### src/rtl/dac_reg_pkg.sv
// Package: shared widths, command codes and word layout for the DAC
// register controller. Assumes at most MASK_W channels.
package dac_reg_pkg;
    localparam int DATA_W  = 12;
    localparam int NUM_CH  = 2;
    localparam int CMD_W   = 4;
    localparam int MASK_W  = 4;
    localparam int FIELD_W = 16;
    localparam int WORD_W  = CMD_W + MASK_W + FIELD_W;
    localparam int PAD_W   = FIELD_W - DATA_W;

    localparam logic [CMD_W-1:0] CMD_WR_INPUT  = 4'h1;
    localparam logic [CMD_W-1:0] CMD_WR_DIRECT = 4'h3;

    typedef struct packed {
        logic [CMD_W-1:0]   cmd;
        logic [MASK_W-1:0]  mask;
        logic [FIELD_W-1:0] field;
    } host_word_t;

    // Preset code: zero scale or midscale (only the MSB set).
    function automatic logic [DATA_W-1:0] preset_code(input logic mid);
        preset_code = mid ? {1'b1, {(DATA_W-1){1'b0}}} : '0;
    endfunction
endpackage

### src/rtl/dac_sync.sv
// Module: multi-stage synchroniser for one asynchronous control line.
// Assumes STAGES >= 2; the chain resets to RST_VAL (the idle level).
module dac_sync #(
    parameter int   STAGES  = 2,
    parameter logic RST_VAL = 1'b1
) (
    input  logic clk,
    input  logic rst_n,
    input  logic din,
    output logic dout
);
    logic [STAGES-1:0] chain;

    // Shift the asynchronous input through the flip-flop chain.
    always_ff @(posedge clk) begin
        if (!rst_n) chain <= {STAGES{RST_VAL}};
        else        chain <= {chain[STAGES-2:0], din};
    end

    assign dout = chain[STAGES-1];
endmodule

### src/rtl/dac_cmd_decode.sv
// Module: splits a host word into per-channel write enables and a code.
// Assumes the code is left-justified in the data field; mask bits for
// channels that do not exist and the low pad bits are ignored.
module dac_cmd_decode
    import dac_reg_pkg::*;
(
    input  logic              wr_valid,
    input  logic [WORD_W-1:0] wr_word,
    output logic [NUM_CH-1:0] wr_input,
    output logic [NUM_CH-1:0] wr_direct,
    output logic [DATA_W-1:0] wr_code
);
    host_word_t word;
    logic       is_input;
    logic       is_direct;
    logic       unused_bits;

    assign word        = host_word_t'(wr_word);
    assign is_direct   = wr_valid && (word.cmd == CMD_WR_DIRECT);
    assign is_input    = is_direct || (wr_valid && (word.cmd == CMD_WR_INPUT));
    assign wr_code     = word.field[FIELD_W-1:PAD_W];
    assign unused_bits = ^{word.field[PAD_W-1:0], word.mask[MASK_W-1:NUM_CH]};

    // One enable pair per channel, gated by its mask bit.
    for (genvar c = 0; c < NUM_CH; c++) begin : g_ch
        assign wr_input[c]  = is_input  && word.mask[c];
        assign wr_direct[c] = is_direct && word.mask[c];
    end
endmodule

### src/rtl/dac_channel.sv
// Module: one channel's input register, output register and pending flag.
// Assumes xfer_en already folds in the preset-hold blocking; preset_hit
// overrides every other action on its cycle.
module dac_channel
    import dac_reg_pkg::*;
(
    input  logic              clk,
    input  logic              rst_n,
    input  logic [DATA_W-1:0] preset,
    input  logic              preset_hit,
    input  logic              xfer_en,
    input  logic              wr_input,
    input  logic              wr_direct,
    input  logic [DATA_W-1:0] wr_code,
    output logic [DATA_W-1:0] out_code,
    output logic              pend
);
    logic [DATA_W-1:0] in_reg;

    // Input register: preset on reset, else takes each addressed write.
    always_ff @(posedge clk) begin
        if (!rst_n || preset_hit) in_reg <= preset;
        else if (wr_input)        in_reg <= wr_code;
    end

    // Output register and pending flag: the write is applied before the transfer.
    always_ff @(posedge clk) begin
        if (!rst_n || preset_hit) begin
            out_code <= preset;
            pend     <= 1'b0;
        end else if (wr_direct || (wr_input && xfer_en)) begin
            out_code <= wr_code;
            pend     <= 1'b0;
        end else if (xfer_en && pend) begin
            out_code <= in_reg;
            pend     <= 1'b0;
        end else if (wr_input) begin
            pend     <= 1'b1;
        end
    end
endmodule

### src/rtl/dac_reg_ctrl.sv
// Module: top of the double-buffered dual-channel DAC register controller.
// Assumes load_n and preset_n are asynchronous and idle high, and that
// mid_sel is a static strap.
module dac_reg_ctrl
    import dac_reg_pkg::*;
#(
    parameter int SYNC_STAGES = 2
) (
    input  logic                     clk,
    input  logic                     rst_n,
    input  logic                     wr_valid,
    input  logic [WORD_W-1:0]        wr_word,
    input  logic                     load_n,
    input  logic                     preset_n,
    input  logic                     mid_sel,
    output logic [NUM_CH*DATA_W-1:0] dac_codes,
    output logic [NUM_CH-1:0]        pending
);
    logic              ld_sync;
    logic              clr_sync;
    logic              clr_sync_d;
    logic              clr_fall;
    logic              xfer_en;
    logic [DATA_W-1:0] preset;
    logic [NUM_CH-1:0] wr_input;
    logic [NUM_CH-1:0] wr_direct;
    logic [DATA_W-1:0] wr_code;

    dac_sync #(.STAGES(SYNC_STAGES), .RST_VAL(1'b1)) u_ld_sync (
        .clk(clk), .rst_n(rst_n), .din(load_n), .dout(ld_sync));

    dac_sync #(.STAGES(SYNC_STAGES), .RST_VAL(1'b1)) u_clr_sync (
        .clk(clk), .rst_n(rst_n), .din(preset_n), .dout(clr_sync));

    // Delay the synchronised preset line for falling-edge detection.
    always_ff @(posedge clk) begin
        if (!rst_n) clr_sync_d <= 1'b1;
        else        clr_sync_d <= clr_sync;
    end

    assign clr_fall = clr_sync_d && !clr_sync;
    assign xfer_en  = !ld_sync && clr_sync;
    assign preset   = preset_code(mid_sel);

    dac_cmd_decode u_dec (
        .wr_valid(wr_valid), .wr_word(wr_word),
        .wr_input(wr_input), .wr_direct(wr_direct), .wr_code(wr_code));

    // One register pair per channel.
    for (genvar c = 0; c < NUM_CH; c++) begin : g_chan
        dac_channel u_chan (
            .clk(clk), .rst_n(rst_n), .preset(preset), .preset_hit(clr_fall),
            .xfer_en(xfer_en), .wr_input(wr_input[c]), .wr_direct(wr_direct[c]),
            .wr_code(wr_code), .out_code(dac_codes[c*DATA_W +: DATA_W]),
            .pend(pending[c]));
    end
endmodule

### config.mk
export PLATFORM = sky130hd
export DESIGN_NAME = dac_reg_ctrl
export DESIGN_NICKNAME = d
export VERILOG_FILES = /design/src/rtl/dac_reg_pkg.sv /design/src/rtl/dac_sync.sv /design/src/rtl/dac_cmd_decode.sv /design/src/rtl/dac_channel.sv /design/src/rtl/dac_reg_ctrl.sv
export SDC_FILE = /design/constraint.sdc
export NUM_CORES = 1
export LEC_CHECK = 0
export ABC_AREA = 1
export CAP_MARGIN = 20
export CORE_MARGIN = 1
export CORE_UTILIZATION = 44
export DETAILED_ROUTE_END_ITERATION = 8
export PLACE_DENSITY = 0.81
export SYNTH_ARGS = -nofsm -noshare
export SYNTH_HDL_FRONTEND = slang
export SYNTH_SLANG_ARGS = --single-unit
### constraint.sdc
create_clock -name clk -period 1.56 [get_ports clk]
set_clock_uncertainty 0.1 [all_clocks]
set_input_delay 0.312 -clock clk [delete_from_list [all_inputs] [get_ports clk]]
set_output_delay 0.312 -clock clk [all_outputs]
set_load 0.02 [all_outputs]
Word level (Yosys, flattened, before mapping)
Index checks and enable logic that the tools add are counted.

storage, ports and cells
  register bits after elaboration = 55
  latch bits = 0
  RAM bits = 0
  ROM bits = 0
  bits of input ports = 30
  memories kept = 0

operators by class
  add/sub/neg operators = 0
  multipliers = 0
  div/mod/pow operators = 0
  magnitude comparators = 0
  equality and inequality tests = 2
  shift-type cells = 0
  muxes and demuxes = 11
  bitwise logic cells = 0
  reductions and logical operators = 25

operators by type and width
  operator                                             count
  2-to-1 mux 12 bit                                    11
  logical AND 1 bit                                    12
  nonzero test 3 bit                                   2
  OR reduction 3 bit                                   2
  equality test 4 x 1 -> 1 bit, second input constant  1
  equality test 4 x 2 -> 1 bit, second input constant  1
  logical OR 1 bit                                     4
  nonzero test 2 bit                                   2
  logical NOT 1 bit                                    3

Depth between registers and ports, before layout
Gate-level depths: netlist of the first run.

  word-level depth = 8
  gate-level depth with buffers = 8

Modules after synthesis
From an unflattened synthesis of the first run, not the netlist that was laid out.

second synthesis, totals
  cells, all modules = 296
  area, all modules = 2904.0 um^2

by module, submodules not included
  module          times used  cells each  area an instance (um^2)  seq. area each (um^2)
  dac_channel     2           127         1306.3                   740.7
  dac_cmd_decode  1           23          136.4                    0.0
  dac_sync        2           6           55.1                     40.0
  dac_reg_ctrl    1           7           45.0                     20.0

Least setup slack after synthesis of the first run
OpenSTA, ideal clock, no wires.

  path type = input port to flip-flop
  start point = input wr_word[22]
  end point = register g_chan[0].u_chan.out_code[0] (enable)
  setup time = 0.365 ns
  arrival time = 1.033 ns
  data required time = 1.095 ns
  path slack = 0.062 ns
  cell stages on the path = 5
  cell sequence = inv_1 nand2_1 nor2_4 nand3_2 nand3_1

between the ends
  cells in the longest elaborated chain, start to end = 7

ends and longest elaborated chain
  item                                                                          RTL line                                    source
  from (decl)                                                                   dac_reg_ctrl.sv:12                          input logic [WORD_W-1:0] wr_word,
  equality test 4 x 2 -> 1 bit or equality test 4 x 1 -> 1 bit (tied branches)  dac_cmd_decode.sv:19, dac_cmd_decode.sv:20
  logical AND 1 bit (on tied branches)                                          dac_cmd_decode.sv:19, dac_cmd_decode.sv:20
  logical OR 1 bit                                                              dac_cmd_decode.sv:20                        assign is_input = is_direct || (wr_valid && (word.cmd == CMD_WR_INPUT));
  logical AND 1 bit                                                             dac_cmd_decode.sv:26                        assign wr_input[c] = is_input && word.mask[c];
  logical AND 1 bit                                                             dac_channel.sv:31                           end else if (wr_direct || (wr_input && xfer_en)) begin
  logical OR 1 bit (*)                                                          dac_channel.sv:31
  nonzero test 3 bit (no source line) (*)                                       -
  to (signal assigned)                                                          dac_channel.sv:29                           out_code <= preset;
  to (signal assigned)                                                          dac_channel.sv:32                           out_code <= wr_code;
  to (signal assigned)                                                          dac_channel.sv:35                           out_code <= in_reg;
  to (decl)                                                                     dac_channel.sv:15                           output logic [DATA_W-1:0] out_code,

Every way passes the cells marked *; elsewhere a longest branch is shown, timed or not.
A chain may end at the register's enable or synchronous reset.

Worst setup path after layout of the first run
  start point = input wr_word[21]
  end point = register g_chan[0].u_chan.out_code[3], data pin

between the ends
  cells in the longest elaborated chain, start to end = 8

ends and longest elaborated chain
  item                                                                          RTL line                                    source
  equality test 4 x 2 -> 1 bit or equality test 4 x 1 -> 1 bit (tied branches)  dac_cmd_decode.sv:19, dac_cmd_decode.sv:20
  logical AND 1 bit (on tied branches)                                          dac_cmd_decode.sv:19, dac_cmd_decode.sv:20
  logical OR 1 bit                                                              dac_cmd_decode.sv:20
  logical AND 1 bit                                                             dac_cmd_decode.sv:26
  logical AND 1 bit                                                             dac_channel.sv:31
  logical OR 1 bit (*)                                                          dac_channel.sv:31
  2-to-1 mux 12 bit (*)                                                         dac_channel.sv:31
  2-to-1 mux 12 bit (*)                                                         dac_channel.sv:28                           if (!rst_n || preset_hit) begin

Marked as above.

==> reports/qor.tcl, run 1 <==
set qor(std_cell_rows) 25
set qor(drc) 0
set qor(worstPathBufferInverterCount) 3
set qor(tcrit_tclk_final_pct) 94.5
set qor(async_reset_ff_share_pct) 0
set qor(hold_violation_count_in_the_final_report) 0
set qor(post-synth-top-area-cell) {sky130_fd_sc_hd__edfxtp_1}
set qor(synth_top_area_share_pct) 63.5
set qor(clock_tree.buffer_depth) 2
set qor(worstPathCellList) {clkdlybuf4s50_1 > inv_1 > nand2_2 > nand3_4 > buf_12 > o21ai_0 > nor2_1}
set qor(yosysWarningCount) 0
set qor(power.leakage_nw) 1.39
set qor(crit_family) {buffers and inverters}
set qor(first_iter_violations) 146
set qor(dominant_synthesized_flop_cell) {sky130_fd_sc_hd__edfxtp_1}
set qor(area_of_the_mapped_netlist_um2) 2270
set qor(clk_pin_slew_worst_paths_ns) 0.09
set qor(worst_path_largest_cell_delay_ns) 0.45
set qor(reg2reg_slack_ns) 0.10
set qor(startpoint_type) {primary input}
set qor(timing_max_transition_violations_final) 0
set qor(share_comb_of_total_power_pct) 15.5
set qor(numPortBuffers) 49
set qor(wl_mm) 4.90
set qor(postPlaceCellArea_um2) 2920
set qor(maximum_fanout_along_the_worst_path) 8
set qor(worst-setup-path-type) {primary input to register}
set qor(final_layout_size_suffix_gt1_share_pct) 20.0
set qor(reg2reg_from) {u_clr_sync.chain[1]$_SDFF_PN1_}
set qor(layout.filler_cells) 388
set qor(timing.hold.worst.class) {primary input to register}
set qor(cts_tree) {yes}
set qor(worst_ep_required_time_ns) 1.52
set qor(grt_usage_pct) 19.4
set qor(tightest_slew_margin_relative_to_the_limit_pct) 85.9
set qor(fp.dieW_um) 73.8
set qor(chipHeight_um) 73.8
set qor(grt_setup_unrepaired) {no}
set qor(power-per-cell-area_nw_per_um2) 948
set qor(max_freq_ghz) 0.678
set qor(antenna_violations_before_repair) 0
set qor(reg2reg_end) {g_chan[0].u_chan.out_code[3]$_SDFFCE_PP0P_}
set qor(grt_first_pass_wirelength_mm) 7.41
set qor(number_of_enable_flip_flop_cells_after_synthesis) 48
set qor(floorplan.core_area_um2) 4850
set qor(clock_tree_root_driver_cell) {sky130_fd_sc_hd__clkbuf_8}
set qor(cell_internal_power_mw) 2.24
set qor(nets_in_the_synthesized_netlist) 234
set qor(postSynthCellCount) 204
set qor(num-nets-final) 304
set qor(crit_slowest_cell) {sky130_fd_sc_hd__clkdlybuf4s50_1}
set qor(grt_start_max_net_pins) 16
set qor(area_growth_syn_to_layout_pct) 38.2
set qor(synth_cell_type_count) 17
set qor(power_switching_mw) 0.732
set qor(routedWlPerCell_um) 14.3
set qor(yosysSeqAreaShare_pct) 69.6
set qor(timing.max_cap.violations) 0
set qor(globalRouteOverflowTotal) 0
set qor(reg2reg_depth) 6
set qor(io_pins) 56
set qor(synthesis.area_per_instance_um2) 11.1
set qor(critical_path_end_type) {register}
set qor(worst_pin_slew_ns) 0.209
set qor(final_cell_area_um2) 3140
set qor(pwr-share-seq_pct) 59.1
set qor(post_cts_hold_buffer_count) 0
set qor(synth.area.top_cells) {sky130_fd_sc_hd__edfxtp_1 (63%), sky130_fd_sc_hd__nor2_1 (9.1%), sky130_fd_sc_hd__dfxtp_1 (6.2%)}
set qor(finalWeightedCongestion) 0.793
set qor(starting_utilization_of_the_core_area_pct) 46.8
set qor(cts_inserted_buffers) 5
set qor(final_antenna_net_count) 0
set qor(final_cell_mix) {sky130_fd_sc_hd__nor2_1 (52), sky130_fd_sc_hd__edfxtp_1 (48), sky130_fd_sc_hd__inv_1 (26), sky130_fd_sc_hd__dlygate4sd2_1 (26), sky130_fd_sc_hd__clkdlybuf4s50_1 (18)}
set qor(most_common_cell_after_layout_fill_and_taps_aside) {sky130_fd_sc_hd__nor2_1}
set qor(share_clk_of_total_power_pct) 25.4
set qor(endpoint_of_the_most_critical_setup_path) {g_chan[0].u_chan.out_code[3]$_SDFFCE_PP0P_}
set qor(dieArea_um2) 5450
set qor(timing.hold.worst.start) {rst_n}
set qor(timing.final.setup_violations) 0
set qor(first_global_vias) 1554
set qor(drt_pass_1_iters) 5
set qor(h-tree-depth) 2
set qor(timing.final.crit_period_ns) 1.47
set qor(avgViaCountPerCell) 4.86
set qor(detailroute.via_count) 1661
set qor(detailedPlacementHpwl_mm) 3.47
set qor(synth-seq-cells) 55
set qor(worstPathArrival_ns) 1.44
set qor(antenna_cell_count) 0
set qor(clkSinkCount) 55
set qor(clock_latency_ns) 0.30
set qor(irDropWorstVdd_v) 0.000505
set qor(crit_path_start) {wr_word[21]}
set qor(final.hold.worst_slack_ns) 0.244
set qor(netSwitchingFraction_pct) 24.6
set qor(status) {finished, final reports clean}
set qor(worstSetupPathDepth) 7
## final cells by class
cell class              count  area [um^2]  share of cell area [%]
flip-flops and latches     55         1580                    50.4
repair buffers             73          704                    22.4
multi-input cells         110          561                    17.9
inverters                  29          126                    4.03
well taps                  67         83.8                    2.67
clock buffers               7         76.3                    2.43
clock inverters             1         5.00                   0.159
## power groups by stage
stage | sequential [mW] | clock (mW) | combinational [mW]
global placement | 1.79 | 0 | 0.441
floorplan | 1.86 | 0 | 0.148
detailed placement | 1.79 | 0 | 0.457
finish | 1.76 | 0.756 | 0.461
CTS | 1.76 | 0.758 | 0.425
global route | 1.77 | 0.827 | 0.500
## synthesized netlist by cell type, types with 2 or more instances
cell type and count:
sky130_fd_sc_hd__o21ai_1 7, sky130_fd_sc_hd__a21oi_1 2, sky130_fd_sc_hd__o21ai_0 16, sky130_fd_sc_hd__nor2_1 55, sky130_fd_sc_hd__edfxtp_1 48, sky130_fd_sc_hd__nand3_1 4
sky130_fd_sc_hd__nand4_1 2, sky130_fd_sc_hd__nand2_1 20, sky130_fd_sc_hd__dfxtp_1 7, sky130_fd_sc_hd__buf_6 7, sky130_fd_sc_hd__nand3_2 2, sky130_fd_sc_hd__inv_1 26
sky130_fd_sc_hd__inv_2 3, sky130_fd_sc_hd__buf_4 2
## kinds of logic (layout without fill, tap and decap cells)
family,after synthesis,in the layout,synth area share (%)
buffers and inverters,39,110,9.15
and+or+nand+nor,84,84,15.2
DFF,55,55,69.6
AOI/OAI and AO/OA,26,26,6.01
## worst min path at each step
stage	endpoint	slack, ns	depth (start not counted)
final	u_ld_sync.chain[0]$_SDFF_PN1_	0.24	3
after global routing	u_clr_sync.chain[1]$_SDFF_PN1_	0.28	3
after CTS	u_ld_sync.chain[1]$_SDFF_PN1_	0.31	2
after detailed placement	u_ld_sync.chain[1]$_SDFF_PN1_	0.29	2
after global placement	u_ld_sync.chain[1]$_SDFF_PN1_	0.28	2
after floorplan	u_clr_sync.chain[1]$_SDFF_PN1_	0.28	2
## worst register-to-register path: stages, from the launching register on
cell	delay, ns
sky130_fd_sc_hd__dfxtp_1	0.34
sky130_fd_sc_hd__inv_1	0.09
sky130_fd_sc_hd__a21boi_4	0.21
sky130_fd_sc_hd__buf_4	0.15
sky130_fd_sc_hd__buf_4	0.20
sky130_fd_sc_hd__o21ai_0	0.12
sky130_fd_sc_hd__nor2_1	0.12
## per-layer routing
layer | global-route usage (%) | part of all wire, % | wire (um)
met1 | 19.4 | 36 | 1770
met3 | 4.53 | 4.0 | 196
met2 | 38.2 | 59 | 2880
met4 | 6.84 | 0.88 | 43
met5 | 0 | 0 | 0
## per-stage QoR
stage	utilization, %	worst slack (ns)	power, mW	setup TNS [ns]	cells
2_1_floorplan	-	0.0616	2.01	0	204
3_3_place_gp	60.3	-0.312	2.23	-25.24	332
3_5_place_dp	60.3	-0.393	2.25	-31.82	332
4_1_cts	61.7	-0.00503	2.94	-0.00762	340
5_1_grt	64.7	0.0235	3.10	0	342
6_report	64.7	0.0853	2.98	0	342
## timing repair
| action | 4_1_cts | 5_1_grt |
|---|---|---|
| hold endpoints to repair | 0 | 0 |
| pin swaps | 1 | 10 |
| endpoints found under the setup margin | 81 | 96 |
| buffers inserted | 0 | 2 |
| gates resized for setup | 32 | 47 |
Power figures use the tool's default switching activity.
==> run 2, diff against run 1 <==
Settings changed: CORE_UTILIZATION 44 to 46, CTS_BUF_LIST from default to sky130_fd_sc_hd__clkbuf_8, PLACE_DENSITY 0.81 to 0.84.
==> run 2 against run 1 <==
  * Via count decreased by 2.1%
  * Worst hold slack improved by 0.065 ns
  * First-iteration DRC count decreased by 45%
  * Sequential share of layout area decreased by 0.56 points
  * Die area decreased by 4.2%
  * Setup slack got worse by 0.062 ns
  * Utilization increased by 2.5 points
  * Power increased by 1.1%
  * Clock-buffer cell count decreased by 2
  * Clock power increased by 3.4%
  * Critical endpoint is now g_chan[0].u_chan.out_code[5]$_SDFFCE_PP0P_
==> reports/qor.tcl, run 2 (same netlist as run 1, synthesis figures left out) <==
set qor(fp.dieW_um) 72.3 ;# -2.1%
set qor(final_cell_mix) {sky130_fd_sc_hd__nor2_1 (54), sky130_fd_sc_hd__edfxtp_1 (48), sky130_fd_sc_hd__dlygate4sd2_1 (26)}
set qor(antenna_cell_count) 0 ;# unchanged
set qor(timing.final.setup_violations) 0 ;# unchanged
set qor(crit_slowest_cell) {sky130_fd_sc_hd__clkdlybuf4s50_1}
set qor(finish.cell_count_without_fillers) 346 ;# +1.2%
set qor(clk_pin_slew_worst_paths_ns) 0.10 ;# about the same
set qor(timing_max_transition_violations_final) 0 ;# unchanged
set qor(wl_mm) 4.52 ;# -7.7%
set qor(maximum_fanout_along_the_worst_path) 7 ;# -1
set qor(timing.final.crit_period_ns) 1.54 ;# +0.0616 ns
set qor(finalCoreUtilization_pct) 67.2 ;# +2.5 points
set qor(num-nets-final) 308 ;# +1.3%
set qor(worstPathBufferInverterCount) 2 ;# -1
set qor(finalWeightedCongestion) 0.804 ;# +1.3%
set qor(h-tree-depth) 2 ;# unchanged
set qor(grt_usage_pct) 18.2 ;# -1.2 points
set qor(grt_first_pass_wirelength_mm) 6.86 ;# -7.4%
set qor(detailroute.via_count) 1626 ;# -2.1%
set qor(setup_ws_ns) 0.0237 ;# -0.0616 ns
set qor(clock_tree.buffer_depth) 2 ;# unchanged
set qor(clock_latency_ns) 0.30 ;# about the same
set qor(final_antenna_net_count) 0 ;# unchanged
set qor(tightest_slew_margin_relative_to_the_limit_pct) 84.6 ;# -1.3 points
set qor(status) {finished, final reports clean}
set qor(drc) 0 ;# unchanged
set qor(avgViaCountPerCell) 4.70 ;# -3.2%
set qor(crit_family) {buffers and inverters}
set qor(hold_violation_count_in_the_final_report) 0 ;# unchanged
set qor(starting_utilization_of_the_core_area_pct) 48.1 ;# +1.2 points
set qor(power-per-cell-area_nw_per_um2) 948 ;# about the same
set qor(numPortBuffers) 49 ;# unchanged
set qor(detailedPlacementHpwl_mm) 3.06 ;# -12%
set qor(antenna_violations_before_repair) 0 ;# unchanged
set qor(drt_pass_1_iters) 4 ;# -1
set qor(std_cell_rows) 25 ;# unchanged
set qor(cts_inserted_buffers) 5 ;# unchanged
set qor(final.hold.worst_slack_ns) 0.309 ;# +0.0652 ns
set qor(area_growth_syn_to_layout_pct) 39.7
set qor(max_freq_ghz) 0.651 ;# -4.0%
set qor(worst_pin_slew_ns) 0.230 ;# +0.0210 ns
set qor(reg2reg_slack_ns) 0.11 ;# about the same
set qor(final_layout_size_suffix_gt1_share_pct) 19.4 ;# -0.65 points
set qor(routedWlPerCell_um) 13.1 ;# -8.8%
set qor(grt_start_max_net_pins) 19 ;# +3
set qor(worst_ep_required_time_ns) 1.54 ;# +0.02 ns
set qor(worst_path_largest_cell_delay_ns) 0.47 ;# +0.02 ns
set qor(worstPathArrival_ns) 1.51 ;# +0.07 ns
set qor(setup_total_negative_slack_ns) 0 ;# unchanged
set qor(place_ws_ns) -0.379 ;# +0.0138 ns
set qor(first_global_vias) 1556 ;# +0.13%
set qor(irDropWorstVdd_v) 0.000564 ;# +12%
set qor(dp_cell_count) 335 ;# +0.90%
set qor(floorplan.core_area_um2) 4720 ;# -2.6%
set qor(timing.hold.worst.class) {register to register}
set qor(globalRouteOverflowTotal) 0 ;# unchanged
set qor(final_cell_area_um2) 3170 ;# +1.1%
set qor(cts_tree) {yes}
set qor(clkSinkCount) 55 ;# unchanged
set qor(chipHeight_um) 72.3 ;# -2.1%
set qor(worstPathCellList) {clkdlybuf4s50_1 > nand2_2 > nor2_4 > nand3_4 > buf_6 > o21ai_0 > nor2_1}
set qor(power_mw) 3.01 ;# +1.1%
set qor(power.leakage_nw) 1.41 ;# +1.2%
set qor(timing.max_cap.violations) 0 ;# unchanged
set qor(tcrit_tclk_final_pct) 98.5 ;# +4.0 points
set qor(postPlaceCellArea_um2) 2980 ;# +2.1%
set qor(critical_path_end_type) {register}
set qor(dieArea_um2) 5220 ;# -4.2%
set qor(first_iter_violations) 81 ;# -45%
set qor(clock_tree_root_driver_cell) {sky130_fd_sc_hd__clkbuf_8}
set qor(most_common_cell_after_layout_fill_and_taps_aside) {sky130_fd_sc_hd__nor2_1}
set qor(io_pins) 56 ;# unchanged
set qor(layout.filler_cells) 373 ;# -3.9%
set qor(worst-setup-path-type) {primary input to register}
set qor(startpoint_type) {primary input}
## run 2: cell type report
cell class	instances	area, um^2	share of cell area, %
flip-flops and latches	55	1580	49.8
repair buffers	77	754	23.8
multi-input cells	110	541	17.0
inverters	29	121	3.82
well taps	67	83.8	2.64
clock buffers	5	68.8	2.17
clock inverters	3	22.5	0.710
## run 2: where the power goes
group / internal, mW / switching [mW] / total (mW)
combinational: 0.214 / 0.256 / 0.470
sequential: 1.73 / 0.0277 / 1.76
clock: 0.322 / 0.460 / 0.782
## run 2: repair_timing
action,CTS,global route
buffers inserted,0,2
endpoints found under the hold margin,0,0
resized for setup,30,34
cloned,0,1
hold buffers,0,0
pin swaps,0,10
setup endpoints to repair,34,52
## run 2: worst paths after layout
check | from | cells after the start | to
worst min-delay path | u_clr_sync.chain[0]$_SDFF_PN1_ | 2 | u_clr_sync.chain[1]$_SDFF_PN1_
worst max-delay path | wr_word[20] | 7 | g_chan[0].u_chan.out_code[5]$_SDFFCE_PP0P_
worst min register to register | u_clr_sync.chain[0]$_SDFF_PN1_ | 2 | u_clr_sync.chain[1]$_SDFF_PN1_
worst max register to register | u_ld_sync.chain[1]$_SDFF_PN1_ | 8 | g_chan[0].u_chan.out_code[1]$_SDFFCE_PP0P_
## run 2: metal layers
| metal | vias up | share of wire [%] | routed length, um | GRT usage, % |
|---|---|---|---|---|
| met2 | 48 | 55 | 2460 | 34.0 |
| met3 | 9 | 4.4 | 199 | 4.44 |
| met4 | 0 | 2.5 | 114 | 6.97 |
| met1 | 757 | 38 | 1740 | 19.6 |
| met5 | - | 0 | 0 | 0 |
| li1 | 812 | - | - | - |
## run 2: worst reg2reg max path, cell delays in order, from the launching register on
cell and delay (ns):
sky130_fd_sc_hd__dfxtp_1 0.32, sky130_fd_sc_hd__inv_1 0.04, sky130_fd_sc_hd__nand2_1 0.06, sky130_fd_sc_hd__nand2_1 0.15
sky130_fd_sc_hd__nand3_4 0.16, sky130_fd_sc_hd__buf_12 0.14, sky130_fd_sc_hd__inv_8 0.05, sky130_fd_sc_hd__nor2_1 0.12
sky130_fd_sc_hd__nor2_1 0.07
==> run 3, diff against run 2 <==
Settings changed: ABC_CLOCK_PERIOD_IN_PS from default to 1560.
==> results of run 3 <==
The final DEF is identical to that of run 2; final timing and power are the same.
